### src/rtl/trace_unpack_pkg.sv
package trace_unpack_pkg;

  localparam int STAT_W  = 3;
  localparam int PKT_W   = 16;
  localparam int PKT4_W  = 4;
  localparam int PKT8_W  = 8;
  localparam int PKT16_W = 16;
  localparam int SLOT4_W  = STAT_W + PKT4_W + 1;
  localparam int SLOT8_W  = STAT_W + PKT8_W + 1;
  localparam int SLOT16_W = STAT_W + PKT16_W + 1;
  localparam int N4_SLOTS = 3;
  localparam int N8_SLOTS = 2;
  localparam int USED_W   = N4_SLOTS * SLOT4_W;

  typedef enum logic [1:0] {
    PORT_4   = 2'd0,
    PORT_8   = 2'd1,
    PORT_16  = 2'd2,
    PORT_16B = 2'd3
  } port_mode_e;

  typedef struct packed {
    logic              sync;
    logic [STAT_W-1:0] stat;
    logic [PKT_W-1:0]  pkt;
  } slot_raw_t;

  typedef struct packed {
    logic              trig;
    logic              sync;
    logic [STAT_W-1:0] stat;
    logic [PKT_W-1:0]  pkt;
  } trace_rec_t;

  function automatic logic [1:0] slots_of(port_mode_e m);
    case (m)
      PORT_4:  return 2'd3;
      PORT_8:  return 2'd2;
      default: return 2'd1;
    endcase
  endfunction

endpackage

### src/rtl/tw_slot_seq.sv
module tw_slot_seq
  import trace_unpack_pkg::*;
#(
  parameter int WORD_W = 32
) (
  input  logic              clk_i,
  input  logic              rst_ni,
  input  port_mode_e        mode_i,
  input  logic              in_valid_i,
  output logic              in_ready_o,
  input  logic [WORD_W-1:0] in_word_i,
  input  logic              out_ready_i,
  output logic              full_o,
  output logic [WORD_W-1:0] word_o,
  output port_mode_e        mode_o,
  output logic [1:0]        slot_o
);

  logic              full_q;
  logic [WORD_W-1:0] word_q;
  port_mode_e        mode_q;
  logic [1:0]        slot_q;
  logic              last_slot;
  logic              in_fire;
  logic              out_fire;

  assign last_slot  = (slot_q == slots_of(mode_q) - 2'd1);
  assign out_fire   = full_q & out_ready_i;
  assign in_ready_o = ~full_q | (out_ready_i & last_slot);
  assign in_fire    = in_valid_i & in_ready_o;

  always_ff @(posedge clk_i or negedge rst_ni) begin
    if (!rst_ni) begin
      full_q <= 1'b0;
      word_q <= '0;
      mode_q <= PORT_4;
      slot_q <= '0;
    end else if (in_fire) begin
      // mode is latched here so it only changes at a word boundary
      full_q <= 1'b1;
      word_q <= in_word_i;
      mode_q <= mode_i;
      slot_q <= '0;
    end else if (out_fire) begin
      if (last_slot) full_q <= 1'b0;
      else           slot_q <= slot_q + 2'd1;
    end
  end

  assign full_o = full_q;
  assign word_o = word_q;
  assign mode_o = mode_q;
  assign slot_o = slot_q;

endmodule

### src/rtl/tw_slot_extract.sv
module tw_slot_extract
  import trace_unpack_pkg::*;
#(
  parameter int WORD_W = 32
) (
  input  logic [WORD_W-1:0] word_i,
  input  port_mode_e        mode_i,
  input  logic [1:0]        slot_i,
  output slot_raw_t         raw_o
);

  slot_raw_t lane4 [N4_SLOTS];
  slot_raw_t lane8 [N8_SLOTS];
  slot_raw_t lane16;

  for (genvar g = 0; g < N4_SLOTS; g++) begin : g_lane4
    localparam int B = g * SLOT4_W;
    assign lane4[g] = '{sync: word_i[B+STAT_W+PKT4_W],
                        stat: word_i[B +: STAT_W],
                        pkt:  PKT_W'(word_i[B+STAT_W +: PKT4_W])};
  end

  for (genvar g = 0; g < N8_SLOTS; g++) begin : g_lane8
    localparam int B = g * SLOT8_W;
    assign lane8[g] = '{sync: word_i[B+STAT_W+PKT8_W],
                        stat: word_i[B +: STAT_W],
                        pkt:  PKT_W'(word_i[B+STAT_W +: PKT8_W])};
  end

  assign lane16 = '{sync: word_i[STAT_W+PKT16_W],
                    stat: word_i[0 +: STAT_W],
                    pkt:  word_i[STAT_W +: PKT16_W]};

  // bits above the widest packing are never looked at
  logic unused_hi_bits;
  assign unused_hi_bits = ^word_i[WORD_W-1:USED_W];

  always_comb begin
    raw_o = lane16;
    case (mode_i)
      PORT_4: begin
        case (slot_i)
          2'd0:    raw_o = lane4[0];
          2'd1:    raw_o = lane4[1];
          default: raw_o = lane4[2];
        endcase
      end
      PORT_8: raw_o = slot_i[0] ? lane8[1] : lane8[0];
      default: raw_o = lane16;
    endcase
  end

endmodule

### src/rtl/tw_trig_rewrite.sv
module tw_trig_rewrite
  import trace_unpack_pkg::*;
#(
  parameter logic [STAT_W-1:0] TRIG_CODE = 3'b110
) (
  input  slot_raw_t  raw_i,
  output trace_rec_t rec_o
);

  logic hit;
  assign hit = (raw_i.stat == TRIG_CODE);

  always_comb begin
    rec_o.pkt  = raw_i.pkt;
    rec_o.sync = raw_i.sync;
    rec_o.trig = hit;
    rec_o.stat = hit ? raw_i.pkt[STAT_W-1:0] : raw_i.stat;
  end

endmodule

### src/rtl/trace_word_unpack.sv
module trace_word_unpack
  import trace_unpack_pkg::*;
#(
  parameter int                WORD_W    = 32,
  parameter logic [STAT_W-1:0] TRIG_CODE = 3'b110
) (
  input  logic              clk_i,
  input  logic              rst_ni,
  input  logic [1:0]        mode_i,
  input  logic              in_valid_i,
  output logic              in_ready_o,
  input  logic [WORD_W-1:0] in_word_i,
  output logic              out_valid_o,
  input  logic              out_ready_i,
  output logic [STAT_W-1:0] out_stat_o,
  output logic [PKT_W-1:0]  out_pkt_o,
  output logic              out_sync_o,
  output logic              out_trig_o
);

  logic              full;
  logic [WORD_W-1:0] word_q;
  port_mode_e        mode_q;
  logic [1:0]        slot_q;
  slot_raw_t         raw;
  trace_rec_t        rec;

  tw_slot_seq #(.WORD_W(WORD_W)) u_seq (
    .clk_i       (clk_i),
    .rst_ni      (rst_ni),
    .mode_i      (port_mode_e'(mode_i)),
    .in_valid_i  (in_valid_i),
    .in_ready_o  (in_ready_o),
    .in_word_i   (in_word_i),
    .out_ready_i (out_ready_i),
    .full_o      (full),
    .word_o      (word_q),
    .mode_o      (mode_q),
    .slot_o      (slot_q)
  );

  tw_slot_extract #(.WORD_W(WORD_W)) u_ext (
    .word_i (word_q),
    .mode_i (mode_q),
    .slot_i (slot_q),
    .raw_o  (raw)
  );

  tw_trig_rewrite #(.TRIG_CODE(TRIG_CODE)) u_trig (
    .raw_i (raw),
    .rec_o (rec)
  );

  assign out_valid_o = full;
  assign out_stat_o  = rec.stat;
  assign out_pkt_o   = rec.pkt;
  assign out_sync_o  = rec.sync;
  assign out_trig_o  = rec.trig;

endmodule

### config.mk
export PLATFORM = sky130hd
export DESIGN_NAME = trace_word_unpack
export DESIGN_NICKNAME = d
export VERILOG_FILES = /design/src/rtl/trace_unpack_pkg.sv /design/src/rtl/tw_slot_seq.sv /design/src/rtl/tw_slot_extract.sv /design/src/rtl/tw_trig_rewrite.sv /design/src/rtl/trace_word_unpack.sv
export SDC_FILE = /design/constraint.sdc
export NUM_CORES = 1
export LEC_CHECK = 0
export BUFFER_PORTS_ARGS = -buffer_cell sky130_fd_sc_hd__buf_2
export CAP_MARGIN = 10
export CORE_MARGIN = 1.5
export CORE_UTILIZATION = 45
export DETAILED_ROUTE_END_ITERATION = 8
export GPL_ROUTABILITY_DRIVEN = 0
export GPL_TIMING_DRIVEN = 0
export HOLD_SLACK_MARGIN = 0.05
export MAX_ROUTING_LAYER = met4
export PLACE_DENSITY_LB_ADDON = 0.25
export SYNTH_ARGS = -nofsm -noshare
export SYNTH_HDL_FRONTEND = slang
export SYNTH_SLANG_ARGS = --single-unit
### constraint.sdc
create_clock -name clk_i -period 2.2 [get_ports clk_i]
set_input_delay 0.33 -clock clk_i [delete_from_list [all_inputs] [get_ports clk_i]]
set_output_delay 0.33 -clock clk_i [all_outputs]
set_load 0.02 [all_outputs]
==> results_dict.tcl <==
set metrics [dict create \
    violations "negative setup slack" \
    final_net_count 276 \
    finalClockSkew_ns 0.00334 \
    viasPerCell 5.66 \
    pwr-share-comb 0.709 \
    clock_latency_ns 0.28 \
    synth_nets 205 \
    yosysWarnings 0 \
    cp-start-kind "register" \
    vias 1613 \
    hpwl_mm 3.30 \
    hold_buffers 0 \
    clock_path_buffers 2 \
    drt_pre_antenna_iters 4 \
    port_buffers 52 \
    globalRoute.totalOverflow 0 \
    clkTransAtPathRegs_ns 0.06 \
    drc 0 \
    power_frac_seq 0.216 \
    cts_tree "yes" \
    power.share.clock 0.075 \
    grt_usage 0.249 \
    final_util 0.675 \
    required_ns 1.87 \
    p_int_mw 2.96 \
    final_common_cell "buf_2" \
    synth_seq_area_share 0.396 \
    grt_pass1_vias 1537 \
    crit_type "register to output port" \
    ir_worst_vdd_v 0.000816 \
    die_x_um 66.8 \
    ys_ff_latch 29 \
    status "finished with violations" \
    wl_per_cell_um 17.9 \
    nFillCells 306 \
    grt_max_degree 30 \
    crit_arrival_ns 2.08 \
    maxSlewViolCount 0 \
    r2r_cells 6 \
    core_area_um2 3970 \
    cap_violations 0 \
    antenna_found_initial 0 \
    io_pins 61 \
    r2r-end "u_seq.word_o[18]$_DFFE_PN0P_" \
    fin_cells 285 \
    switching_share 0.442 \
    drt_iter0_drc 73 \
    worst_pin_slew_ns 0.660 \
    grt_pass1_wl_mm 7.85 \
    fmax_mhz 416 \
    hold_viol 0 \
    synth.cell_area_um2 1830 \
    slew_headroom 0.560 \
    setup_viol 9 \
    synthesis.instances 165 \
    yosys.cell_types.count 39 \
    cts_made_buffers 5 \
    htreeDepth 2 \
    fp-row-count 23 \
    leakage_nw 1.22 \
    mostFrequentLayoutCells "buf_2, dfrtp_1, mux2_4" \
    die_h_um 66.8 \
    placed_cells 267 \
    period_needed_ns 2.41 \
    antenna_left 0 \
    totalWireLength_mm 5.11 \
    grt_setup_unrepaired "true" \
    start_util 0.462 \
    cts.sinks 29 \
    timing.rr.start "u_seq.slot_o[0]$_DFFE_PN0P_" \
    drive_gt1_frac 0.630 \
    rrSetupSlack_ns 0.12 \
    layout_worst_path_cycle_share 1.09 \
    power_density_nw_per_um2 1980 \
    fin_ws_ns -0.206 \
    fp.dieArea_um2 4460 \
    cts_root_buf "clkbuf_8" \
    cp_max_fo 7 \
    syn2layout_area_growth_pct 46.2 \
    diodes 0 \
    power_switching_mw 2.35 \
    worstHoldPathType "primary input to asynchronous set/reset pin" \
    synth_area_per_cell_um2 11.1 \
    crit_path_end_kind "output port" \
]
[routing by layer]
| layer | wire [µm] | GRT usage |
|---|---|---|
| met1 | 2240 | 0.325 |
| met4 | 97 | 0.0867 |
| met3 | 288 | 0.0557 |
| met2 | 2480 | 0.384 |
| met5 | 0 | - |
[sequential cells by signal, summed over array words and instances (netlist names)]
name,flops
u_seq.full_o,1
u_seq.mode_o,2
u_seq.slot_o,2
u_seq.word_o,24
[cells in the mapped netlist]
cell type  instances  area [µm²]
nor2_1             3        11.3
a32o_1             1        10.0
dfrtp_1           29         726
nor3b_1            6        45.0
a221o_1            1        10.0
clkbuf_1           6        22.5
nor4b_2            1        15.0
o31ai_1            2        15.0
a22oi_1            2        15.0
or3b_2             3        26.3
inv_1              8        30.0
and3b_4            1        12.5
o311ai_0           1        8.76
a22o_1             4        35.0
o21ai_0           13        65.1
nand3_1            2        10.0
o22ai_4            1        20.0
nand2_1            7        26.3
o2111ai_1          1        8.76
o211ai_1           1        7.51
and3b_1            2        17.5
and4b_1            2        20.0
o211a_1            2        20.0
mux2_2             6        67.6
buf_4              1        7.51
o221ai_1           2        17.5
ha_1               2        25.0
o221a_2            1        11.3
nor2b_1            4        25.0
and2_1            10        62.6
nand2b_1           1        6.26
buf_6              2        22.5
or2_2              2        12.5
a31oi_1            5        31.3
mux2_4            20         300
a211oi_2           1        12.5
and3_1             3        18.8
a21oi_1            5        25.0
mux2i_1            1        10.0
[how the worst max path moves through the flow]
stage / end / depth (start not counted) / from / slack, ns
2_1_floorplan: out_pkt_o[3] / 8 / u_seq.slot_o[0]$_DFFE_PN0P_ / -0.007
3_3_place_gp: out_stat_o[0] / 9 / u_seq.slot_o[0]$_DFFE_PN0P_ / -0.26
3_5_place_dp: out_stat_o[0] / 9 / u_seq.slot_o[0]$_DFFE_PN0P_ / -0.30
4_1_cts: out_stat_o[0] / 8 / u_seq.slot_o[0]$_DFFE_PN0P_ / -0.17
5_1_grt: out_stat_o[0] / 8 / u_seq.slot_o[0]$_DFFE_PN0P_ / -0.28
6_report: out_stat_o[0] / 7 / u_seq.slot_o[0]$_DFFE_PN0P_ / -0.21
[worst max-delay path: stages, from the launching register on]
cell      delay, ns
dfrtp_2        0.43
buf_4          0.15
ha_4           0.19
or3b_4         0.39
nand3_4        0.11
o221ai_4       0.13
o31ai_4        0.25
buf_6          0.15
[cell families after synthesis]
| kind of cell | Yosys count | share of synthesized area |
|---|---|---|
| and+or+nand+nor | 47 | 0.169 |
| DFF | 29 | 0.396 |
| buffers and inverters | 17 | 0.0451 |
| AOI/OAI and AO/OA | 43 | 0.171 |
| adders and majority gates | 2 | 0.0136 |
| muxes | 27 | 0.206 |
[power by group through the flow]
stage	Sequential (mW)	Combinational (mW)	Clock, mW
after floorplan	1.01	2.11	0
after global placement	1.11	2.68	0
after detailed placement	1.11	2.72	0
after CTS	1.12	3.25	0.405
after global routing	1.18	4.00	0.436
final	1.15	3.77	0.396
[what timing repair did]
| action | CTS | global route |
|---|---|---|
| gates resized for setup | 46 | 35 |
| cloned | 1 | 1 |
| endpoints found under the setup margin | 16 | 21 |
| pin swaps | 8 | 15 |
| setup buffers | 5 | 5 |
[metrics by stage]
step / hold WS (ns) / setup WS, ns / TNS (ns) / total power, mW / area, µm²
2_1_floorplan: 0.0344 / -0.00664 / -0.00664 / 3.11 / 1890
3_3_place_gp: 0.394 / -0.259 / -1.15 / 3.78 / 2210
3_5_place_dp: 0.400 / -0.303 / -1.44 / 3.83 / 2210
4_1_cts: 0.0997 / -0.172 / -1.52 / 4.77 / 2500
5_1_grt: 0.128 / -0.277 / -1.91 / 5.62 / 2680
6_report: 0.0778 / -0.206 / -1.19 / 5.31 / 2680
[final cells by class]
type / count / area [µm²] / area share
Inverter: 8 / 35.0 / 0.0131
Tap cell: 50 / 62.6 / 0.0233
Clock buffer: 5 / 68.8 / 0.0257
Sequential cell: 29 / 727 / 0.271
Buffer: 9 / 95.1 / 0.0355
Timing Repair Buffer: 64 / 423 / 0.158
Clock inverter: 1 / 5.00 / 0.00187
Multi-Input combinational cell: 119 / 1260 / 0.472
Power figures use the tool's default switching activity.
